$ cat config.mk
export PLATFORM = sky130hd
export DESIGN_NAME = arinc_rx_top
export DESIGN_NICKNAME = d
export VERILOG_FILES = /design/src/rtl/arx_pkg.sv /design/src/rtl/arx_rst_sync.sv /design/src/rtl/arx_rate_div.sv /design/src/rtl/arx_line_fsm.sv /design/src/rtl/arx_hold_regs.sv /design/src/rtl/arinc_rx_top.sv
export SDC_FILE = /design/constraint.sdc
export NUM_CORES = 1
export LEC_CHECK = 0
export BUFFER_PORTS_ARGS = -buffer_cell sky130_fd_sc_hd__buf_2
export CAP_MARGIN = 20
export CORE_ASPECT_RATIO = 1.5
export CORE_MARGIN = 2
export CORE_UTILIZATION = 34
export DETAILED_ROUTE_END_ITERATION = 8
export SYNTH_ARGS = -nofsm -noshare
export SYNTH_HDL_FRONTEND = slang
export SYNTH_HIERARCHICAL = 1
export SYNTH_SLANG_ARGS = --single-unit
export TNS_END_PERCENT = 1
$ cat constraint.sdc
create_clock -name clk -period 6.7 [get_ports clk]
set_input_delay 0.67 -clock clk [delete_from_list [all_inputs] [get_ports clk]]
set_output_delay 0.67 -clock clk [all_outputs]
set_load 0.02 [all_outputs]
$ cat src/rtl/arx_pkg.sv
package arx_pkg;

  // Line FSM states
  typedef enum logic [1:0] {
    LN_GAP   = 2'd0,   // counting NULL strobes before a word may start
    LN_ARMED = 2'd1,   // gap satisfied, waiting for the first high half
    LN_HIGH  = 2'd2,   // inside the high half of a bit cell
    LN_LOW   = 2'd3    // inside the return-to-NULL half of a bit cell
  } ln_state_e;

  // Positions (0-based) of the two label bits used by the acceptance filter
  localparam int ARX_SEL_A_IDX = 8;
  localparam int ARX_SEL_B_IDX = 9;

endpackage

$ cat src/rtl/arx_rst_sync.sv
module arx_rst_sync #(
  parameter int STAGES = 2
) (
  input  logic clk,
  input  logic rst_n,
  output logic rst_n_sync
);

  logic [STAGES-1:0] sync_q;
  logic [STAGES-1:0] sync_d;

  always_comb begin
    sync_d = {sync_q[STAGES-2:0], 1'b1};
  end

  always_ff @(posedge clk or negedge rst_n) begin
    if (!rst_n) begin
      sync_q <= '0;
    end else begin
      sync_q <= sync_d;
    end
  end

  assign rst_n_sync = sync_q[STAGES-1];

endmodule

$ cat src/rtl/arx_rate_div.sv
module arx_rate_div #(
  parameter int DIV_FAST = 10,
  parameter int DIV_SLOW = 80
) (
  input  logic clk,
  input  logic rst_n,
  input  logic slow,
  output logic tick
);

  localparam int CW = $clog2(DIV_SLOW);
  localparam logic [CW-1:0] LAST_FAST = CW'(DIV_FAST - 1);
  localparam logic [CW-1:0] LAST_SLOW = CW'(DIV_SLOW - 1);

  logic [CW-1:0] cnt_q;
  logic [CW-1:0] cnt_d;
  logic [CW-1:0] last;

  always_comb begin
    last  = slow ? LAST_SLOW : LAST_FAST;
    // ">=" keeps the strobe alive if the rate bit drops while the count is high
    tick  = (cnt_q >= last);
    cnt_d = tick ? '0 : cnt_q + 1'b1;
  end

  always_ff @(posedge clk or negedge rst_n) begin
    if (!rst_n) begin
      cnt_q <= '0;
    end else begin
      cnt_q <= cnt_d;
    end
  end

endmodule

$ cat src/rtl/arx_line_fsm.sv
module arx_line_fsm
  import arx_pkg::*;
#(
  parameter int WORD_BITS       = 32,
  parameter int SAMPLES_PER_BIT = 10,
  parameter int GAP_BITS        = 4
) (
  input  logic                 clk,
  input  logic                 rst_n,
  input  logic                 tick,
  input  logic                 line_one,
  input  logic                 line_zero,
  output logic                 word_done,
  output logic [WORD_BITS-1:0] word
);

  localparam int HALF        = SAMPLES_PER_BIT / 2;
  localparam int GAP_SAMPLES = GAP_BITS * SAMPLES_PER_BIT;
  localparam int CNT_W       = $clog2(GAP_SAMPLES + 1);
  localparam int IDX_W       = $clog2(WORD_BITS);
  localparam logic [CNT_W-1:0] HALF_C    = CNT_W'(HALF);
  localparam logic [CNT_W-1:0] GAP_LAST  = CNT_W'(GAP_SAMPLES - 1);
  localparam logic [IDX_W-1:0] IDX_LAST  = IDX_W'(WORD_BITS - 1);

  ln_state_e            state_q, state_d;
  logic [CNT_W-1:0]     cnt_q, cnt_d;
  logic [IDX_W-1:0]     idx_q, idx_d;
  logic                 bit_q, bit_d;
  logic [WORD_BITS-1:0] word_q, word_d;
  logic                 done_q, done_d;

  logic is_null;
  logic is_bad;
  logic is_level;

  always_comb begin
    is_null  = !line_one && !line_zero;
    is_bad   = line_one && line_zero;
    is_level = !is_null && !is_bad;
  end

  always_comb begin
    state_d = state_q;
    cnt_d   = cnt_q;
    idx_d   = idx_q;
    bit_d   = bit_q;
    word_d  = word_q;
    done_d  = 1'b0;
    if (tick) begin
      unique case (state_q)
        LN_GAP: begin
          if (is_null) begin
            if (cnt_q == GAP_LAST) begin
              state_d = LN_ARMED;
              cnt_d   = '0;
            end else begin
              cnt_d = cnt_q + 1'b1;
            end
          end else begin
            cnt_d = '0;
          end
        end
        LN_ARMED: begin
          if (is_bad) begin
            state_d = LN_GAP;
            cnt_d   = '0;
          end else if (is_level) begin
            state_d = LN_HIGH;
            cnt_d   = CNT_W'(1);
            bit_d   = line_one;
            idx_d   = '0;
          end
        end
        LN_HIGH: begin
          if (is_level && (line_one == bit_q) && (cnt_q != HALF_C)) begin
            cnt_d = cnt_q + 1'b1;
          end else if (is_null && (cnt_q == HALF_C)) begin
            word_d[idx_q] = bit_q;
            cnt_d         = CNT_W'(1);
            if (idx_q == IDX_LAST) begin
              done_d  = 1'b1;
              state_d = LN_GAP;
            end else begin
              state_d = LN_LOW;
            end
          end else begin
            state_d = LN_GAP;
            cnt_d   = '0;
          end
        end
        LN_LOW: begin
          if (is_null && (cnt_q != HALF_C)) begin
            cnt_d = cnt_q + 1'b1;
          end else if (is_level && (cnt_q == HALF_C)) begin
            state_d = LN_HIGH;
            cnt_d   = CNT_W'(1);
            bit_d   = line_one;
            idx_d   = idx_q + 1'b1;
          end else begin
            state_d = LN_GAP;
            cnt_d   = '0;
          end
        end
        default: begin
          state_d = LN_GAP;
          cnt_d   = '0;
        end
      endcase
    end
  end

  always_ff @(posedge clk or negedge rst_n) begin
    if (!rst_n) begin
      state_q <= LN_GAP;
      cnt_q   <= '0;
      idx_q   <= '0;
      bit_q   <= 1'b0;
      word_q  <= '0;
      done_q  <= 1'b0;
    end else begin
      state_q <= state_d;
      cnt_q   <= cnt_d;
      idx_q   <= idx_d;
      bit_q   <= bit_d;
      word_q  <= word_d;
      done_q  <= done_d;
    end
  end

  assign word_done = done_q;
  assign word      = word_q;

endmodule

$ cat src/rtl/arx_hold_regs.sv
module arx_hold_regs
  import arx_pkg::*;
#(
  parameter int WORD_BITS = 32
) (
  input  logic                   clk,
  input  logic                   rst_n,
  input  logic                   word_done,
  input  logic [WORD_BITS-1:0]   word,
  input  logic                   filt_en,
  input  logic                   filt_a,
  input  logic                   filt_b,
  input  logic                   rd_lo,
  input  logic                   rd_hi,
  output logic                   ready,
  output logic                   overrun,
  output logic [WORD_BITS/2-1:0] half_lo,
  output logic [WORD_BITS/2-1:0] half_hi
);

  localparam int HW = WORD_BITS / 2;

  logic                 ready_q, ready_d;
  logic                 ovr_q, ovr_d;
  logic                 lo_seen_q, lo_seen_d;
  logic [WORD_BITS-1:0] data_q, data_d;
  logic                 label_ok;
  logic                 accept;

  always_comb begin
    label_ok = (word[ARX_SEL_A_IDX] == filt_a) && (word[ARX_SEL_B_IDX] == filt_b);
    accept   = word_done && (!filt_en || label_ok);
  end

  always_comb begin
    ready_d   = ready_q;
    ovr_d     = ovr_q;
    lo_seen_d = lo_seen_q;
    data_d    = data_q;
    if (rd_lo && ready_q) begin
      lo_seen_d = 1'b1;
    end
    if (rd_hi && ready_q && lo_seen_q) begin
      ready_d   = 1'b0;
      ovr_d     = 1'b0;
      lo_seen_d = 1'b0;
    end
    if (accept) begin
      data_d    = word;
      ready_d   = 1'b1;
      ovr_d     = ready_q;
      lo_seen_d = 1'b0;
    end
  end

  always_ff @(posedge clk or negedge rst_n) begin
    if (!rst_n) begin
      ready_q   <= 1'b0;
      ovr_q     <= 1'b0;
      lo_seen_q <= 1'b0;
      data_q    <= '0;
    end else begin
      ready_q   <= ready_d;
      ovr_q     <= ovr_d;
      lo_seen_q <= lo_seen_d;
      data_q    <= data_d;
    end
  end

  logic [HW-1:0] halves [2];
  for (genvar h = 0; h < 2; h++) begin : g_half
    assign halves[h] = data_q[h*HW +: HW];
  end

  assign half_lo = halves[0];
  assign half_hi = halves[1];
  assign ready   = ready_q;
  assign overrun = ovr_q;

endmodule

$ cat src/rtl/arinc_rx_top.sv
module arinc_rx_top #(
  parameter int WORD_BITS       = 32,
  parameter int SAMPLES_PER_BIT = 10,
  parameter int GAP_BITS        = 4,
  parameter int DIV_FAST        = 10,
  parameter int DIV_SLOW        = 80,
  parameter int RST_STAGES      = 2
) (
  input  logic                   clk,
  input  logic                   rst_n,
  input  logic                   line_one,
  input  logic                   line_zero,
  input  logic                   rate_slow,
  input  logic                   filt_en,
  input  logic                   filt_b9,
  input  logic                   filt_b10,
  input  logic                   rd_lo,
  input  logic                   rd_hi,
  output logic                   data_ready,
  output logic                   overrun,
  output logic [WORD_BITS/2-1:0] rd_data_lo,
  output logic [WORD_BITS/2-1:0] rd_data_hi
);

  logic                 rst_n_int;
  logic                 tick;
  logic                 word_done;
  logic [WORD_BITS-1:0] asm_word;

  arx_rst_sync #(
    .STAGES (RST_STAGES)
  ) rst_i (
    .clk        (clk),
    .rst_n      (rst_n),
    .rst_n_sync (rst_n_int)
  );

  arx_rate_div #(
    .DIV_FAST (DIV_FAST),
    .DIV_SLOW (DIV_SLOW)
  ) div_i (
    .clk   (clk),
    .rst_n (rst_n_int),
    .slow  (rate_slow),
    .tick  (tick)
  );

  arx_line_fsm #(
    .WORD_BITS       (WORD_BITS),
    .SAMPLES_PER_BIT (SAMPLES_PER_BIT),
    .GAP_BITS        (GAP_BITS)
  ) fsm_i (
    .clk       (clk),
    .rst_n     (rst_n_int),
    .tick      (tick),
    .line_one  (line_one),
    .line_zero (line_zero),
    .word_done (word_done),
    .word      (asm_word)
  );

  arx_hold_regs #(
    .WORD_BITS (WORD_BITS)
  ) hold_i (
    .clk       (clk),
    .rst_n     (rst_n_int),
    .word_done (word_done),
    .word      (asm_word),
    .filt_en   (filt_en),
    .filt_a    (filt_b9),
    .filt_b    (filt_b10),
    .rd_lo     (rd_lo),
    .rd_hi     (rd_hi),
    .ready     (data_ready),
    .overrun   (overrun),
    .half_lo   (rd_data_lo),
    .half_hi   (rd_data_hi)
  );

endmodule

After elaboration in Yosys (flattened, before gate mapping)
Cells that the tools add are included.
- equal/unequal tests: 18
- add/subtract/negate cells: 3
- reduce and logical (&&, ||, !) cells: 28
- bitwise logic cells: 1
- muxes and demuxes: 45
- $lt $le $gt $ge: 3
- operator list (cell ; number):
    $mux 6 ; 6
    $bwmux 32 ; 1
    $pmux 6 s4 ; 1
    $mux 5 ; 4
    $mux 1 ; 18
    $mux 2 ; 9
    $logic_and 1x1->1 ; 14
    $mux 7 ; 2
    $reduce_and 6->1 ; 2
    $pmux 5 s2 ; 1
    $ne 2x1->1 const B ; 4
    $pmux 2 s4 ; 1
    $add 7x1->7 const B ; 1
    $ge 7x7->1 ; 1
    $add 6x1->6 const B ; 1
    $eq 6x3->1 const B ; 1
    $eq 6x6->1 const B ; 1
    $lt 5x6->1 const B ; 1
    $ne 2x2->1 const B ; 3
    $ne 6x3->1 const B ; 1
    $add 5x1->5 const B ; 1
    $demux 1 s5 ; 1
    $eq 5x5->1 const B ; 1
    $ge 5x1->1 const B ; 1
    13 further kinds ; 21
- register bits after elaboration: 91
- input port bits: 10
- output and inout port bits: 34

Depth between registers and ports, before layout
Gate-level depths: netlist of run 1.
- depth in word-level cells: 9
- depth in mapped cells: 10
- mapped depth without buffers: 9

Modules after synthesis
The synthesis of run 1 kept the hierarchy.
- by module, submodules not included (module ; seq. area each (µm²) ; times used ; area each (µm²) ; cells an instance):
    arx_line_fsm ; 1176.1 ; 1 ; 2479.9 ; 229
    arx_hold_regs ; 875.8 ; 1 ; 2018.2 ; 208
    arx_rate_div ; 175.2 ; 1 ; 424.2 ; 42
    arx_rst_sync ; 50.0 ; 1 ; 53.8 ; 3

Worst setup path before layout of run 1
No wires, ideal clock.
- path type: input-to-reg
- start point: input rate_slow
- end point: register fsm_i.word_q[12] (netlist: fsm_i/word[12])
- path buffers: 0
- required time: 6.575 ns
- arrival: 2.665 ns
- path slack: 3.910 ns
- cell stages on the path: 9
- setup time: 0.125 ns
- cell sequence: inv_1 ha_1 a211oi_2 o311ai_4 inv_1 nor4_4 nand2_1 nor2_1 mux2_2
- longest elaborated chain between the ends: 3
- ends and longest elaborated chain (what ; RTL line ; text):
    start: declaration ; arinc_rx_top.sv:13 ; input logic rate_slow,
    $mux 7 ; arx_rate_div.sv:20 ; last = slow ? LAST_SLOW : LAST_FAST;
    $ge 7x7->1 ; arx_rate_div.sv:22 ; tick = (cnt_q >= last);
    net tick ; arinc_rx_top.sv:26 ; logic tick;
    $reduce_and 4->1 (no line) ; - ;
    end signal: assignment ; arx_line_fsm.sv:125 ; word_q <= word_d;
    end: declaration ; arx_line_fsm.sv:29 ; logic [WORD_BITS-1:0] word_q, word_d;
The timed path passes the listed nets, and every way through them passes these cells.
A chain may end at the register's enable or synchronous reset.

Final worst setup path of run 1
- start point: input rate_slow
- end point: register fsm_i.word_q[30] (netlist: fsm_i/word[30])
The elaborated chain is that of the path after synthesis.

==> out/qor.txt, run 1 <==
Htree depth -> 3
Setup TNS -> 0 ps
Drt total wl -> 12.0 mm
Post-synth EDFFs -> 0
Number of setup buffers added after CTS -> 0
CTS Buf Count -> 9
Achievable frequency -> 337 MHz
Int Pwr -> 0.927 mW
Row count -> 54
Clock power frac -> 0.398
Final setup fails -> 0
Share of layout cells above drive strength 1 -> 0.238
Area leader, netlist -> dfrtp_1
Area contributors post-synth -> dfrtp_1 (46%), o211ai_1 (5.1%), nand4_1 (4.9%)
Fin. Hold Viols -> 0
Hold Crit Class -> in -> async
Die Ht -> 152 um
Sink Count -> 91
Critical path class -> in -> reg
Maximum root-to-sink buffer count -> 2
Area after DPL -> 5320 um2
Routed vias -> 3908
Critical path launch point type -> input pin
Routed len/inst -> 16.9 um
Layout area overhead -> 13.3%
Comb power frac -> 0.125
Synthesis-stage register bit count -> 91
Critical Path AT -> 3180 ps
Top cells by count, synth -> dfrtp_1 (91), nand3_1 (43), nand4_1 (39)
Yosys warnings -> 6
Post-synth ARST share -> 1.00
Hold buffer count at cts -> 0
Share of the synthesized area in the top cell type -> 0.458
Crit end category -> register
I/O pin cnt -> 44
Clock slew at reported path FFs -> 60 ps
Clock Latency Late Sink -> 330 ps
Cell Pwr Density -> 224 nW/um2
Total core area -> 14500 um2
Mapped Nets -> 506
Final instance area -> 5640 um2
Main synth FF type -> dfrtp_1
Reg2Reg Depth -> 8
Sw Ratio -> 0.265
# nets final -> 532
Max Slew Vio Count -> 0
Initial antenna violation count -> 0
Global route overflow -> 0
Largest net degree at the start of global routing -> 61
Period utilization -> 0.443
P_sw -> 0.334 mW
Diodes inserted -> 0
HPWL after detailed placement -> 7.98 mm
Reg-to-reg endpoint -> fsm_i/word[30]
R2R Path Start -> div_i/cnt_q[2]
Antenna-violating nets left -> 0
Reg power frac -> 0.478
Die ar. -> 15600 um2
Final GP Congestion -> 0.813
Final Util -> 0.390
Mapped Cells -> 482
Clk root buf -> clkbuf_16
Lkg Pwr -> 2.63 nW
Pwr Total -> 1.26 mW
Register area share after synthesis -> 0.458
Number of DRC markers in iteration 0 -> 342
Worst rel slew slack -> 0.330
Die Wd -> 103 um
Via/cell ratio -> 5.51
RSZ-0062 raised after global routing -> false
VDD IR max -> 0.129 mV
TritonCTS clock tree -> built
Max-capacitance violation count -> 0
Vias in the first global route -> 4016
Post-synth cell types -> 57
Post-synthesis average cell area -> 10.3 um2
Crit path max fanout -> 9
Post-CTS resize count -> 0
R2R setup slack -> 3760 ps
Mapped cell area -> 4980 um2
Crit path time final -> 2970 ps
Worst slew pin tran -> 1010 ps
First-pass GRT wire length -> 20.2 mm
Skew final -> 7.20 ps
Tot GR Track Use -> 0.161
Status -> completed
Port Buffers -> 43
Most common cell in the netlist -> dfrtp_1
DR pass1 iterations -> 6
Crit path required time -> 6910 ps
# DRC -> 0
Initial cell density of the core -> 0.344
==> placed cells by master, fill, tap and decap left out, drive strengths merged, types with 12 or more instances in the layout <==
cell type and n:
o211ai 35, inv 13, clkbuf 12, buf 51, nand2 35, o21ai 13, ha 14, a22oi 31
dfrtp 91, nor2 23, mux2 34, nand3 44, nand4 39
==> per-layer routing <==
layer	global-route usage	share of wire
met1	0.194	0.41
met2	0.283	0.53
met3	0.0275	0.040
met4	0.0608	0.022
met5	0	0
==> critical path, stage by stage <==
cell and delay, ps:
buf_2 80, inv_1 60, ha_1 300, a211oi_2 110
o311ai_4 440, inv_1 160, nor4_4 550, nand2_1 210
nor2_1 240, mux2_2 360
==> state kept, by name, indices dropped and copies added, names as in the netlist, 2 cells and up <==
name / count
fsm_i/word: 32
hold_i/data_q: 32
div_i/cnt_q: 7
fsm_i/cnt_q: 6
fsm_i/idx_q: 5
fsm_i/state_q: 2
rst_i/sync_q: 2
==> power by group through the flow <==
stage	clock (mW)	combinational (mW)	sequential, mW
6_report	0.502	0.157	0.602
5_1_grt	0.544	0.178	0.606
4_1_cts	0.520	0.158	0.602
3_5_place_dp	0	0.158	0.612
3_3_place_gp	0	0.149	0.610
2_1_floorplan	0	0.121	0.609
==> kinds of logic after synthesis <==
kind of cell | share of synthesized area
AO/OA/AOI/OAI | 0.156
buffers and inverters | 0.0490
XOR/XNOR | 0.0171
AND/OR/NAND/NOR | 0.193
other | 0.000754
flip-flops | 0.458
multiplexers | 0.0910
adder cells (fa/ha/maj) | 0.0352
==> per-stage QoR <==
stage	worst slack, ps	instances	hold slack [ps]
after CTS	3770	708	95.3
after global placement	3500	692	279
after global routing	3560	709	93.5
after floorplan	3910	482	331
after detailed placement	3410	692	275
final	3730	709	111
==> cell type report <==
| cell class | instances | area (um2) |
|---|---|---|
| repair buffers | 51 | 295 |
| clock inverters | 4 | 50.0 |
| multi-input cells | 342 | 2470 |
| inverters | 13 | 48.8 |
| clock buffers | 12 | 246 |
| well taps | 196 | 245 |
| flip-flops and latches | 91 | 2280 |
| fillers | 1441 | 8820 |
==> how the worst max path moves through the flow <==
stage | startpoint | to | slack (ps)
after floorplan | rate_slow | fsm_i/word[12] | 3910
after global placement | rate_slow | fsm_i/word[30] | 3500
after detailed placement | rate_slow | fsm_i/word[30] | 3410
after CTS | rate_slow | fsm_i/word[30] | 3770
after global routing | rate_slow | fsm_i/word[30] | 3560
final | rate_slow | fsm_i/word[30] | 3730
Note: power is estimated with default switching activity, not from simulation.
==> run 2: changes to the inputs <==
- ABC_AREA: not set -> 1
- clock period: 6.7 -> 2.7 ns (I/O delays scaled with it)
==> run 2 against run 1 <==
  * Largest power group unchanged
  * Die area decreased by 6.5%
  * Critical endpoint is now fsm_i/word[8]
  * Critical path type is now reg -> reg
  * Highest routed layer unchanged
  * Flip-flop and latch count unchanged
  * Non-clock buffer count decreased by 2
  * Utilization increased by 0.15 points
==> out/qor.txt, run 2 <==
Status -> completed (unchanged)
Most common cell in the netlist -> nand2_1 (was dfrtp_1)
Reg power frac -> 0.473 (was 0.478)
Routed vias -> 3783 (was 3908)
Clk root buf -> clkbuf_16 (unchanged)
Final instance area -> 5250 um2 (was 5640 um2)
Area after DPL -> 4920 um2 (was 5320 um2)
Post-synthesis average cell area -> 8.28 um2 (was 10.3 um2)
Register area -> 2280 um2 (unchanged)
P_sw -> 0.828 mW (was 0.334 mW)
Crit path required time -> 2980 ps (was 6910 ps)
Port Buffers -> 43 (unchanged)
Die Ht -> 147 um (was 152 um)
DR pass1 iterations -> 5 (was 6)
Routed len/inst -> 13.2 um (was 16.9 um)
Worst slew pin tran -> 983 ps (was 1010 ps)
VDD IR max -> 0.258 mV (was 0.129 mV)
Final Util -> 0.392 (was 0.390)
Critical Path AT -> 2370 ps (was 3180 ps)
Tot GR Track Use -> 0.150 (was 0.161)
Total core area -> 13400 um2 (was 14500 um2)
Area contributors post-synth -> dfrtp_1 (49%), nand2_1 (16%), nand3_1 (5.8%) (was dfrtp_1 (46%), o211ai_1 (5.1%), nand4_1 (4.9%))
Most common cell after layout, fill and taps aside -> nand2_1 (was dfrtp_1)
# DRC -> 0 (unchanged)
RSZ-0062 raised after global routing -> false (unchanged)
Dpl cells -> 740 (was 692)
Crit end category -> register (unchanged)
Sw Ratio -> 0.257 (was 0.265)
Achievable frequency -> 479 MHz
Hold Crit Class -> in -> reg (was in -> async)
Multi-input gate area -> 2040 um2 (was 2470 um2)
Die Wd -> 99.4 um (was 103 um)
Main synth FF type -> dfrtp_1 (unchanged)
I/O pin cnt -> 44 (unchanged)
Layout area overhead -> 13.0% (was 13.3%)
HPWL after detailed placement -> 7.03 mm (was 7.98 mm)
Via/cell ratio -> 5.00 (was 5.51)
Htree depth -> 3 (unchanged)
Cell Pwr Density -> 614 nW/um2 (was 224 nW/um2)
Fin. Hold Viols -> 0 (unchanged)
Post-synth EDFFs -> 0 (unchanged)
Share of layout cells above drive strength 1 -> 0.155 (was 0.238)
Initial cell density of the core -> 0.346 (was 0.344)
Antenna-violating nets left -> 0 (unchanged)
Comb power frac -> 0.108 (was 0.125)
TritonCTS clock tree -> built (unchanged)
Maximum root-to-sink buffer count -> 2 (unchanged)
Area leader, netlist -> dfrtp_1 (unchanged)
Skew final -> 5.95 ps (was 7.20 ps)
Period utilization -> 0.772
# nets final -> 614 (was 532)
Final GP Congestion -> 0.924 (was 0.813)
Hold_ws -> 188 ps (was 111 ps)
Crit path time final -> 2090 ps
Diodes inserted -> 0 (unchanged)
Crit path max fanout -> 32 (was 9)
Final setup fails -> 0 (unchanged)
Post-synth ARST share -> 1.00 (unchanged)
Non-Filler Instances -> 757 (was 709)
Initial antenna violation count -> 0 (unchanged)
Share of the synthesized area in the top cell type -> 0.490 (was 0.458)
Filler cell count -> 1369 (was 1441)
Most frequent cells in the layout -> nand2_1 (196), dfrtp_1 (90), nand3_1 (54) (was dfrtp_1 (90), nand3_1 (43), buf_2 (43))
Clock slew at reported path FFs -> 70 ps (was 60 ps)
Post-CTS resize count -> 0 (unchanged)
Post-synth cell types -> 32 (was 57)
Clock Latency Late Sink -> 340 ps (was 330 ps)
Top cells by count, synth -> nand2_1 (196), dfrtp_1 (91), nand3_1 (54) (was dfrtp_1 (91), nand3_1 (43), nand4_1 (39))
Int Pwr -> 2.39 mW (was 0.927 mW)
First-pass GRT wire length -> 18.0 mm (was 20.2 mm)
Mapped cell area -> 4640 um2 (was 4980 um2)
Critical path launch point type -> register (was input pin)
Yosys warnings -> 6 (unchanged)
Global route overflow -> 0 (unchanged)
Drt total wl -> 9.97 mm (was 12.0 mm)
Largest net degree at the start of global routing -> 47 (was 61)
Mapped Cells -> 561 (was 482)
Register area share after synthesis -> 0.490 (was 0.458)
Vias in the first global route -> 3876 (was 4016)
Sink Count -> 91 (unchanged)
Max-capacitance violation count -> 0 (unchanged)
Clock power frac -> 0.420 (was 0.398)
Die ar. -> 14600 um2 (was 15600 um2)
Lkg Pwr -> 2.78 nW (was 2.63 nW)
Mapped Nets -> 585 (was 506)
Max Slew Vio Count -> 0 (unchanged)
CTS Buf Count -> 9 (unchanged)
Worst rel slew slack -> 0.345 (was 0.330)
Row count -> 52 (was 54)
Synthesis-stage register bit count -> 91 (unchanged)
Number of DRC markers in iteration 0 -> 206 (was 342)
Setup TNS -> 0 ps (unchanged)
Critical path class -> reg -> reg (was in -> reg)
==> run 2: changes by cell type after synthesis, moves of 16 or more <==
cell	change
a22oi_1	-31
mux2_2	-18
mux2_4	-16
nand2_1	+161
o211ai_1	-34
o21ai_1	+40
==> run 2: worst max-delay path: stages, from the launching register on <==
cell and delay [ps]:
dfrtp_1 440, ha_1 320, nand3_1 70, nand2_1 70, nand2_1 60, nand2_2 210, nand4_2 160, inv_2 420
nand4_1 170, nand2_1 100
==> run 2: logic make-up (layout without fill, tap and decap cells) <==
kind of cell | Yosys count | after routing | synth area share
compound gates | 53 | 53 | 0.0577
xor+xnor | 4 | 4 | 0.00755
fa+ha+maj | 14 | 14 | 0.0377
buf+inv | 65 | 99 | 0.0711
flops | 91 | 91 | 0.490
other cells | 1 | 1 | 0.000808
simple gates | 333 | 333 | 0.335
==> run 2: timing repair <==
| action | in CTS | in global routing |
|---|---|---|
| buffers inserted | 0 | 0 |
| hold endpoints to repair | 2 | 0 |
| setup endpoints to repair | 0 | 0 |
| hold buffers | 1 | 0 |
==> run 2: area by class of cell <==
type | instances | share of cell area
sequential | 91 | 0.435
tap | 162 | 0.0386
clock inverter | 4 | 0.0141
multi-input combinational | 405 | 0.388
inverter | 34 | 0.0253
clock buffer | 12 | 0.0470
timing repair buffer | 49 | 0.0525
==> run 2: metal layers <==
metal,up-vias,wire [um],track usage
met5,-,0,0
met4,0,176,0.0582
met3,15,386,0.0366
met2,79,5340,0.271
met1,1789,4070,0.168
li1,1900,-,-
==> run 2: power groups by stage <==
stage          clock [mW]  combinational (mW)  sequential (mW)
2_1_floorplan           0               0.275             1.53
4_1_cts              1.39               0.352             1.52
3_5_place_dp            0               0.351             1.55
5_1_grt              1.45               0.412             1.54
6_report             1.35               0.347             1.52
3_3_place_gp            0               0.336             1.54
==> run 2: worst paths after layout <==
| kind | startpoint | endpoint | slack (ps) | cells past startpoint |
|---|---|---|---|---|
| setup / recovery | div_i/cnt_q[2] | fsm_i/word[8] | 610 | 9 |
| hold / removal | rd_lo | hold_i/lo_seen_q | 190 | 3 |
| setup reg to reg | div_i/cnt_q[2] | fsm_i/word[8] | 610 | 9 |
| hold reg to reg | rst_i/sync_q[1] | fsm_i/word[2] | 330 | 0 |
| max in group asynchronous | rst_i/sync_q[1] | fsm_i/word[6] | 1690 | 1 |
| min in group asynchronous | rst_n | rst_i/sync_q[1] | 240 | 2 |
==> run 2: per-stage QoR <==
step           power [mW]  worst slack, ps
6_report             3.22              614
4_1_cts              3.27              624
2_1_floorplan        1.80              929
3_5_place_dp         1.90              607
3_3_place_gp         1.88              704
5_1_grt              3.40              339
